### config.mk
export PLATFORM = sky130hd
export DESIGN_NAME = nand_flash_ctrl
export DESIGN_NICKNAME = d
export VERILOG_FILES = /design/src/rtl/nand_flash_pkg.sv /design/src/rtl/nand_cfg_regs.sv /design/src/rtl/nand_host_dec.sv /design/src/rtl/nand_cycle_seq.sv /design/src/rtl/nand_flash_ctrl.sv
export SDC_FILE = /design/constraint.sdc
export NUM_CORES = 1
export LEC_CHECK = 0
export BUFFER_PORTS_ARGS = -buffer_cell sky130_fd_sc_hd__buf_2
export CAP_MARGIN = 20
export CORE_MARGIN = 2
export CORE_UTILIZATION = 33
export DETAILED_ROUTE_END_ITERATION = 8
export PLACE_DENSITY_LB_ADDON = 0.15
export SYNTH_ARGS = -nofsm -noshare
export SYNTH_HDL_FRONTEND = slang
export SYNTH_HIERARCHICAL = 1
export SYNTH_SLANG_ARGS = --single-unit
### constraint.sdc
create_clock -name clk -period 2.6 [get_ports clk]
set_clock_uncertainty 0.1 [all_clocks]
set_input_delay 0.39 -clock clk [delete_from_list [all_inputs] [get_ports clk]]
set_output_delay 0.39 -clock clk [all_outputs]
set_load 0.02 [all_outputs]
### src/rtl/nand_flash_pkg.sv
// Shared definitions for the NAND flash controller: register offsets,
// configuration bit positions and the flash cycle phase type.
package nand_flash_pkg;

    localparam int OFS_W = 5;
    localparam int TIM_W = 3;

    localparam logic [OFS_W-1:0] OFS_CFG  = 5'h00;
    localparam logic [OFS_W-1:0] OFS_CMD  = 5'h04;
    localparam logic [OFS_W-1:0] OFS_ADR  = 5'h08;
    localparam logic [OFS_W-1:0] OFS_DAT  = 5'h0C;
    localparam logic [OFS_W-1:0] OFS_STAT = 5'h10;

    localparam int BIT_EN    = 15;
    localparam int BIT_ECC   = 12;
    localparam int BIT_CE_N  = 11;
    localparam int LSB_SETUP = 8;
    localparam int LSB_PULSE = 4;
    localparam int LSB_HOLD  = 0;

    typedef enum logic [1:0] {
        PH_IDLE   = 2'd0,
        PH_SETUP  = 2'd1,
        PH_STROBE = 2'd2,
        PH_HOLD   = 2'd3
    } phase_e;

    typedef struct packed {
        logic [TIM_W-1:0] setup;
        logic [TIM_W-1:0] pulse;
        logic [TIM_W-1:0] hold;
    } timing_t;

endpackage

### src/rtl/nand_cfg_regs.sv
// Configuration register of the NAND controller.
// Holds the enable bit, the chip-enable level and three timing fields
// (each is the clock count minus one). It also produces the self-clearing
// ECC clear pulse. Assumes DATA_W > 16, so that all field bits exist.
module nand_cfg_regs
    import nand_flash_pkg::*;
#(
    parameter int               DATA_W    = 32,
    parameter logic [TIM_W-1:0] RST_SETUP = 3'd3,
    parameter logic [TIM_W-1:0] RST_PULSE = 3'd7,
    parameter logic [TIM_W-1:0] RST_HOLD  = 3'd7
) (
    input  logic              clk,
    input  logic              rst_n,
    input  logic              wr_en,
    input  logic [DATA_W-1:0] wdata,
    output logic              en,
    output logic              ce_n,
    output timing_t           timing,
    output logic              ecc_pulse,
    output logic [DATA_W-1:0] rd_value
);

    logic    en_q;
    logic    ce_n_q;
    logic    ecc_q;
    timing_t tim_q;

    // Register the configuration fields on a host write.
    always_ff @(posedge clk) begin
        if (!rst_n) begin
            en_q        <= 1'b0;
            ce_n_q      <= 1'b1;
            tim_q.setup <= RST_SETUP;
            tim_q.pulse <= RST_PULSE;
            tim_q.hold  <= RST_HOLD;
        end else if (wr_en) begin
            en_q        <= wdata[BIT_EN];
            ce_n_q      <= wdata[BIT_CE_N];
            tim_q.setup <= wdata[LSB_SETUP +: TIM_W];
            tim_q.pulse <= wdata[LSB_PULSE +: TIM_W];
            tim_q.hold  <= wdata[LSB_HOLD  +: TIM_W];
        end
    end

    // Raise the ECC clear pulse for one clock after a write with the trigger bit set.
    always_ff @(posedge clk) begin
        if (!rst_n) begin
            ecc_q <= 1'b0;
        end else begin
            ecc_q <= wr_en & wdata[BIT_ECC];
        end
    end

    // Assemble the read-back value; the trigger bit always reads 0.
    always_comb begin
        rd_value                        = '0;
        rd_value[BIT_EN]                = en_q;
        rd_value[BIT_CE_N]              = ce_n_q;
        rd_value[LSB_SETUP +: TIM_W]    = tim_q.setup;
        rd_value[LSB_PULSE +: TIM_W]    = tim_q.pulse;
        rd_value[LSB_HOLD  +: TIM_W]    = tim_q.hold;
    end

    logic unused_wbits;
    assign unused_wbits = ^{wdata[DATA_W-1:16], wdata[14:13], wdata[7], wdata[3]};

    assign en        = en_q;
    assign ce_n      = ce_n_q;
    assign timing    = tim_q;
    assign ecc_pulse = ecc_q;

endmodule

### src/rtl/nand_host_dec.sv
// Host access decoder. It accepts a request only on a clock where no flash
// cycle is running. It classifies the access by offset and decides whether
// a flash cycle starts and which latch signals that cycle carries.
// Assumes the host holds the request signals steady for the clock it is sampled.
module nand_host_dec
    import nand_flash_pkg::*;
(
    input  logic             req,
    input  logic             we,
    input  logic [OFS_W-1:0] addr,
    input  logic             busy,
    input  logic             en,
    output logic             accept,
    output logic             cfg_wr,
    output logic             rd_cfg,
    output logic             rd_stat,
    output logic             start,
    output logic             start_rd,
    output logic             start_cle,
    output logic             start_ale
);

    logic hit_cmd;
    logic hit_adr;
    logic hit_dat;

    // Decode the offset and qualify it with acceptance and the enable bit.
    always_comb begin
        accept    = req & ~busy;
        hit_cmd   = (addr == OFS_CMD);
        hit_adr   = (addr == OFS_ADR);
        hit_dat   = (addr == OFS_DAT);
        cfg_wr    = accept &  we & (addr == OFS_CFG);
        rd_cfg    = accept & ~we & (addr == OFS_CFG);
        rd_stat   = accept & ~we & (addr == OFS_STAT);
        start     = accept & en & ((we & (hit_cmd | hit_adr | hit_dat)) | (~we & hit_dat));
        start_rd  = ~we & hit_dat;
        start_cle = we & hit_cmd;
        start_ale = we & hit_adr;
    end

endmodule

### src/rtl/nand_cycle_seq.sv
// Flash cycle sequencer. It runs the setup, strobe and hold phases with
// the clock counts taken from the timing fields (each value + 1). It drives
// the latch, strobe and data-enable pins and captures the read byte on the
// last strobe clock. The timing fields must not change during a cycle;
// the host port guarantees this by stalling.
module nand_cycle_seq
    import nand_flash_pkg::*;
#(
    parameter int FLASH_W = 8
) (
    input  logic               clk,
    input  logic               rst_n,
    input  logic               start,
    input  logic               start_rd,
    input  logic               start_cle,
    input  logic               start_ale,
    input  logic [FLASH_W-1:0] wbyte,
    input  timing_t            timing,
    input  logic [FLASH_W-1:0] dq_i,
    output logic               busy,
    output logic               rd_done,
    output logic [FLASH_W-1:0] rd_byte,
    output logic               cle,
    output logic               ale,
    output logic               we_n,
    output logic               re_n,
    output logic               dq_oe,
    output logic [FLASH_W-1:0] dq_o
);

    phase_e             ph_q;
    logic [TIM_W-1:0]   cnt_q;
    logic               rd_q;
    logic               cle_q;
    logic               ale_q;
    logic [FLASH_W-1:0] byte_q;
    logic [FLASH_W-1:0] cap_q;
    logic               last_clk;

    assign last_clk = (cnt_q == '0);

    // Advance through the phases, reloading the counter at each phase change.
    always_ff @(posedge clk) begin
        if (!rst_n) begin
            ph_q  <= PH_IDLE;
            cnt_q <= '0;
        end else begin
            case (ph_q)
                PH_IDLE: begin
                    if (start) begin
                        ph_q  <= PH_SETUP;
                        cnt_q <= timing.setup;
                    end
                end
                PH_SETUP: begin
                    if (last_clk) begin
                        ph_q  <= PH_STROBE;
                        cnt_q <= timing.pulse;
                    end else begin
                        cnt_q <= cnt_q - 1'b1;
                    end
                end
                PH_STROBE: begin
                    if (last_clk) begin
                        ph_q  <= PH_HOLD;
                        cnt_q <= timing.hold;
                    end else begin
                        cnt_q <= cnt_q - 1'b1;
                    end
                end
                PH_HOLD: begin
                    if (last_clk) begin
                        ph_q <= PH_IDLE;
                    end else begin
                        cnt_q <= cnt_q - 1'b1;
                    end
                end
                default: ph_q <= PH_IDLE;
            endcase
        end
    end

    // Latch the cycle kind and the write byte when a cycle starts.
    always_ff @(posedge clk) begin
        if (!rst_n) begin
            rd_q   <= 1'b0;
            cle_q  <= 1'b0;
            ale_q  <= 1'b0;
            byte_q <= '0;
        end else if (start && ph_q == PH_IDLE) begin
            rd_q   <= start_rd;
            cle_q  <= start_cle;
            ale_q  <= start_ale;
            byte_q <= wbyte;
        end
    end

    // Capture the flash byte on the last clock of a read strobe.
    always_ff @(posedge clk) begin
        if (!rst_n) begin
            cap_q <= '0;
        end else if (ph_q == PH_STROBE && last_clk && rd_q) begin
            cap_q <= dq_i;
        end
    end

    // Drive the pins from the phase and the latched cycle kind.
    always_comb begin
        busy    = (ph_q != PH_IDLE);
        rd_done = (ph_q == PH_HOLD) && last_clk && rd_q;
        cle     = busy & cle_q;
        ale     = busy & ale_q;
        we_n    = ~((ph_q == PH_STROBE) & ~rd_q);
        re_n    = ~((ph_q == PH_STROBE) &  rd_q);
        dq_oe   = busy & ~rd_q;
        dq_o    = byte_q;
        rd_byte = cap_q;
    end

endmodule

### src/rtl/nand_flash_ctrl.sv
// Top level of the NAND flash controller. It connects the host decoder,
// the configuration register and the cycle sequencer, and owns the
// registered host read-data path. Assumes DATA_W > 16 and FLASH_W <= DATA_W.
module nand_flash_ctrl
    import nand_flash_pkg::*;
#(
    parameter int DATA_W  = 32,
    parameter int FLASH_W = 8,
    parameter int ADDR_W  = OFS_W
) (
    input  logic               clk,
    input  logic               rst_n,
    input  logic               host_req,
    input  logic               host_we,
    input  logic [ADDR_W-1:0]  host_addr,
    input  logic [DATA_W-1:0]  host_wdata,
    output logic [DATA_W-1:0]  host_rdata,
    output logic               host_wait,
    output logic               fl_ce_n,
    output logic               fl_cle,
    output logic               fl_ale,
    output logic               fl_we_n,
    output logic               fl_re_n,
    output logic [FLASH_W-1:0] fl_dq_o,
    output logic               fl_dq_oe,
    input  logic [FLASH_W-1:0] fl_dq_i,
    input  logic               fl_rdy,
    output logic               ecc_clear
);

    localparam int PAD_W = DATA_W - FLASH_W;

    logic               acc;
    logic               cfg_wr;
    logic               rd_cfg;
    logic               rd_stat;
    logic               start;
    logic               start_rd;
    logic               start_cle;
    logic               start_ale;
    logic               cfg_en;
    logic               seq_busy;
    logic               rd_done;
    logic [FLASH_W-1:0] rd_byte;
    logic [DATA_W-1:0]  cfg_value;
    logic [DATA_W-1:0]  rdata_q;
    timing_t            timing;

    nand_host_dec u_dec (
        .req       (host_req),
        .we        (host_we),
        .addr      (host_addr),
        .busy      (seq_busy),
        .en        (cfg_en),
        .accept    (acc),
        .cfg_wr    (cfg_wr),
        .rd_cfg    (rd_cfg),
        .rd_stat   (rd_stat),
        .start     (start),
        .start_rd  (start_rd),
        .start_cle (start_cle),
        .start_ale (start_ale)
    );

    nand_cfg_regs #(
        .DATA_W (DATA_W)
    ) u_cfg (
        .clk       (clk),
        .rst_n     (rst_n),
        .wr_en     (cfg_wr),
        .wdata     (host_wdata),
        .en        (cfg_en),
        .ce_n      (fl_ce_n),
        .timing    (timing),
        .ecc_pulse (ecc_clear),
        .rd_value  (cfg_value)
    );

    nand_cycle_seq #(
        .FLASH_W (FLASH_W)
    ) u_seq (
        .clk       (clk),
        .rst_n     (rst_n),
        .start     (start),
        .start_rd  (start_rd),
        .start_cle (start_cle),
        .start_ale (start_ale),
        .wbyte     (host_wdata[FLASH_W-1:0]),
        .timing    (timing),
        .dq_i      (fl_dq_i),
        .busy      (seq_busy),
        .rd_done   (rd_done),
        .rd_byte   (rd_byte),
        .cle       (fl_cle),
        .ale       (fl_ale),
        .we_n      (fl_we_n),
        .re_n      (fl_re_n),
        .dq_oe     (fl_dq_oe),
        .dq_o      (fl_dq_o)
    );

    // Update the host read data on an accepted read or at the end of a flash read.
    always_ff @(posedge clk) begin
        if (!rst_n) begin
            rdata_q <= '0;
        end else if (rd_done) begin
            rdata_q <= {{PAD_W{1'b0}}, rd_byte};
        end else if (acc && !host_we) begin
            if (rd_cfg) begin
                rdata_q <= cfg_value;
            end else if (rd_stat) begin
                rdata_q <= {{(DATA_W-1){1'b0}}, fl_rdy};
            end else begin
                rdata_q <= '0;
            end
        end
    end

    assign host_rdata = rdata_q;
    assign host_wait  = seq_busy;

endmodule

==> flow_metrics.env <==
export IMPL_outcome="completed"
export IMPL_cts_setup_buffers=0
export IMPL_seqPwrFrac=0.414
export IMPL_fin_ws_ps=269
export IMPL_whs_endpoint="u_cfg/ce_n"
export IMPL_yosysMostFrequentCell="nand2_1"
export IMPL_setup_violations_final=0
export IMPL_r2r_cells=8
export IMPL_timing_rr_end="host_rdata[10]"
export IMPL_fin_nets=503
export IMPL_synth_mux_area_frac=0.0360
export IMPL_finalPower_mw=2.57
export IMPL_max_freq_mhz=429
export IMPL_antenna_found_initial=1
export IMPL_crit_top_cell="inv_1"
export IMPL_utilization=0.405
export IMPL_rsz0062_at_grt="false"
export IMPL_core_area_um2=9770
export IMPL_slew_headroom=0.648
export IMPL_clk_pin_slew_worst_paths_ps=80
export IMPL_drive_gt1_frac=0.302
export IMPL_die_w_um=105
export IMPL_setup_tns_ps=0
export IMPL_path_cells="inv_1, ha_1, inv_1, or4b_4, nor4_2, buf_4, nand3_1, a21oi_1"
export IMPL_critPathLaunchType="flop"
export IMPL_arrival_ps=2500
export IMPL_clkSinkCount=68
export IMPL_synthCells=380
export IMPL_grt_max_degree=30
export IMPL_port_buffers=79
export IMPL_die_height_um=105
export IMPL_antenna_left=0
export IMPL_yosysSeqAreaShare=0.408
export IMPL_cellPowerDensity_nw_per_um2=650
export IMPL_grtUsageTotal=0.147
export IMPL_viasPerCell=4.55
export IMPL_worstPathMaxFanout=24
export IMPL_grt_pass1_wl_um=12800
export IMPL_grt_overflow=0
export IMPL_irDropWorstVdd_mv=0.339
export IMPL_htree_levels=3
export IMPL_worst_pin_slew_ps=528
export IMPL_swShare=0.243
export IMPL_yosysUniqueCellTypes=47
export IMPL_clk_latency_ps=340
export IMPL_clock_path_buffers=2
export IMPL_synthTopCellsByArea="dfxtp_1 41%, nand2_1 10%, buf_4 7.9%, mux2i_1 3.6%, nand3_2 3.0%"
export IMPL_drv_cap=0
export IMPL_synth_ff_type="dfxtp_1"
export IMPL_num_rows=36
export IMPL_via_count=2661
export IMPL_hp_class="input port to flop"
export IMPL_pre_cts_slack_ps=269
export IMPL_dieArea_um2=10900
export IMPL_synth_edf_count=0
export IMPL_dp_cells=568
export IMPL_ff2ff_setup_slack_ps=270
export IMPL_netlist_area_leader_share=0.408
export IMPL_cp_end_kind="flop"
export IMPL_synthArstFlopShare=0
export IMPL_yosys_area_share_simple=0.252
export IMPL_cpMaxStageDelayCell="or4b_4"
export IMPL_combPwrFrac=0.134
export IMPL_r2r_start="u_seq/ph_q[0]"
export IMPL_firstDrtPassIters=4
export IMPL_root_buffer="clkbuf_8"
export IMPL_switchingPower_mw=0.625
export IMPL_gp_congestion=0.746
export IMPL_ctsResizeCount=0
export IMPL_finalCriticalPeriod_ps=2330
export IMPL_start_util=0.341
export IMPL_drcViolationCount=0
export IMPL_synthToLayoutAreaGrowth_pct=18.7
export IMPL_syn_area_um2=3330
export IMPL_netlist_top_cells_count="90 x nand2_1, 68 x dfxtp_1, 35 x buf_4, 17 x nand3_1, 15 x a21oi_1"
export IMPL_placed_area_um2=3680
export IMPL_cts_hold_buf=0
export IMPL_synthXorXnorAreaFrac=0
export IMPL_final_cell_area_um2=3960
export IMPL_fillers=1027
export IMPL_dp_hpwl_um=5600
export IMPL_timing_hold_ws_ps=166
export IMPL_p_int_mw=1.95
export IMPL_power_leakage_nw=1.59
export IMPL_drt_iter0_drc=73
export IMPL_grt_pass1_vias=2572
export IMPL_hp_start="host_wdata[11]"
export IMPL_syn_avg_cell_area_um2=8.77
export IMPL_synth_top_family_by_area="simple AND/OR/NAND/NOR gates"
export IMPL_fin_crit_sh=0.897
export IMPL_cts_tree="built"
export IMPL_synth_compound_area_share=0.148
export IMPL_ys_seq_elements=68
export IMPL_wire_per_inst_um=13.3
export IMPL_hold_depth=3
export IMPL_clockPowerShare=0.452
export IMPL_slowest_delay_ps=520
export IMPL_cp_required_ps=2770
export IMPL_drt_wl_total_um=7760
export IMPL_path_class="flop to flop"
export IMPL_report_final_slew_viol_count=0
export IMPL_synth_area_leader_cell="dfxtp_1"
export IMPL_finalHoldViolCount=0
export IMPL_synthAdderAreaFrac=0.0293
export IMPL_tritoncts_num_buffers=9
export IMPL_ys_warn_count=6
export IMPL_ios=98
export IMPL_instances_no_fill=585
-- logic make-up (layout without fill, tap and decap cells) --
family | count (synthesis) | in the layout
and+or+nand+nor | 161 | 161
DFF | 68 | 68
AOI/OAI and AO/OA | 67 | 67
buffers and inverters | 63 | 114
muxes | 12 | 12
adders and majority gates | 8 | 8
other | 1 | 22
-- per-layer routing --
| metal | vias up | part of all wire | GRT usage |
|---|---|---|---|
| met2 | 51 | 0.48 | 0.245 |
| li1 | 1373 | - | - |
| met3 | 7 | 0.039 | 0.0401 |
| met4 | 0 | 0.0094 | 0.0434 |
| met5 | - | 0 | 0 |
| met1 | 1230 | 0.47 | 0.187 |
-- worst max-delay path: cells and delay by family (launching register included) --
kind / cells / cell delay (ps)
and+or+nand+nor: 3 / 920
buffers and inverters: 3 / 550
DFF: 1 / 330
adders and majority gates: 1 / 190
AOI/OAI and AO/OA: 1 / 150
-- layout make-up --
| class | instances | area [µm²] | area share |
|---|---|---|---|
| multi-input combinational | 269 | 1650 | 0.416 |
| sequential | 68 | 1360 | 0.344 |
| timing repair buffer | 90 | 478 | 0.121 |
| tap | 133 | 166 | 0.0420 |
| clock buffer | 10 | 138 | 0.0348 |
| clock inverter | 6 | 135 | 0.0341 |
| inverter | 8 | 30.0 | 0.00759 |
| antenna | 1 | 2.50 | 0.000632 |
-- state kept, by name, indices dropped and copies added, names as in the netlist, 2 cells and up --
name / flops
u_cfg/rd_value: 9
u_seq/rd_byte: 8
host_rdata: 32
u_seq/ph_q: 2
u_seq/cnt_q: 3
u_seq/dq_o: 8
-- placed cells by master (no fill, tap or decap), types with 2 or more instances in the layout --
cell type,n
nand2_1,90
buf_2,79
dfxtp_1,68
conb_1,21
nand3_1,17
a21oi_1,15
mux2i_1,12
nor2b_1,11
buf_4,11
a21boi_0,11
nand3_2,10
a21oi_2,10
clkbuf_8,10
inv_1,8
a21boi_1,8
nand3b_1,7
a31oi_1,7
ha_1,7
a221oi_1,4
bufinv_16,4
nand2b_1,3
nor2_1,3
and4b_1,3
a22o_1,3
o31ai_1,2
clkinvlp_4,2
nor3_1,2
and3_1,2
o32ai_1,2
-- power groups by stage --
stage	registers (mW)	clock network [mW]	logic, mW
finish	1.07	1.16	0.344
global route	1.07	1.24	0.383
CTS	1.07	1.21	0.347
detailed placement	1.09	0	0.345
global placement	1.09	0	0.341
floorplan	1.09	0	0.278
-- worst max-delay path by stage --
stage | from | end | slack [ps]
after global placement | u_seq/ph_q[0] | host_rdata[1] | 290
after detailed placement | u_seq/ph_q[1] | host_rdata[9] | 270
after floorplan | u_seq/ph_q[0] | u_cfg/ce_n | 210
after global routing | u_seq/ph_q[1] | host_rdata[9] | 7
final | u_seq/ph_q[0] | host_rdata[10] | 270
after CTS | u_seq/ph_q[0] | host_rdata[9] | 240
Note: power is estimated with default switching activity, not from simulation.
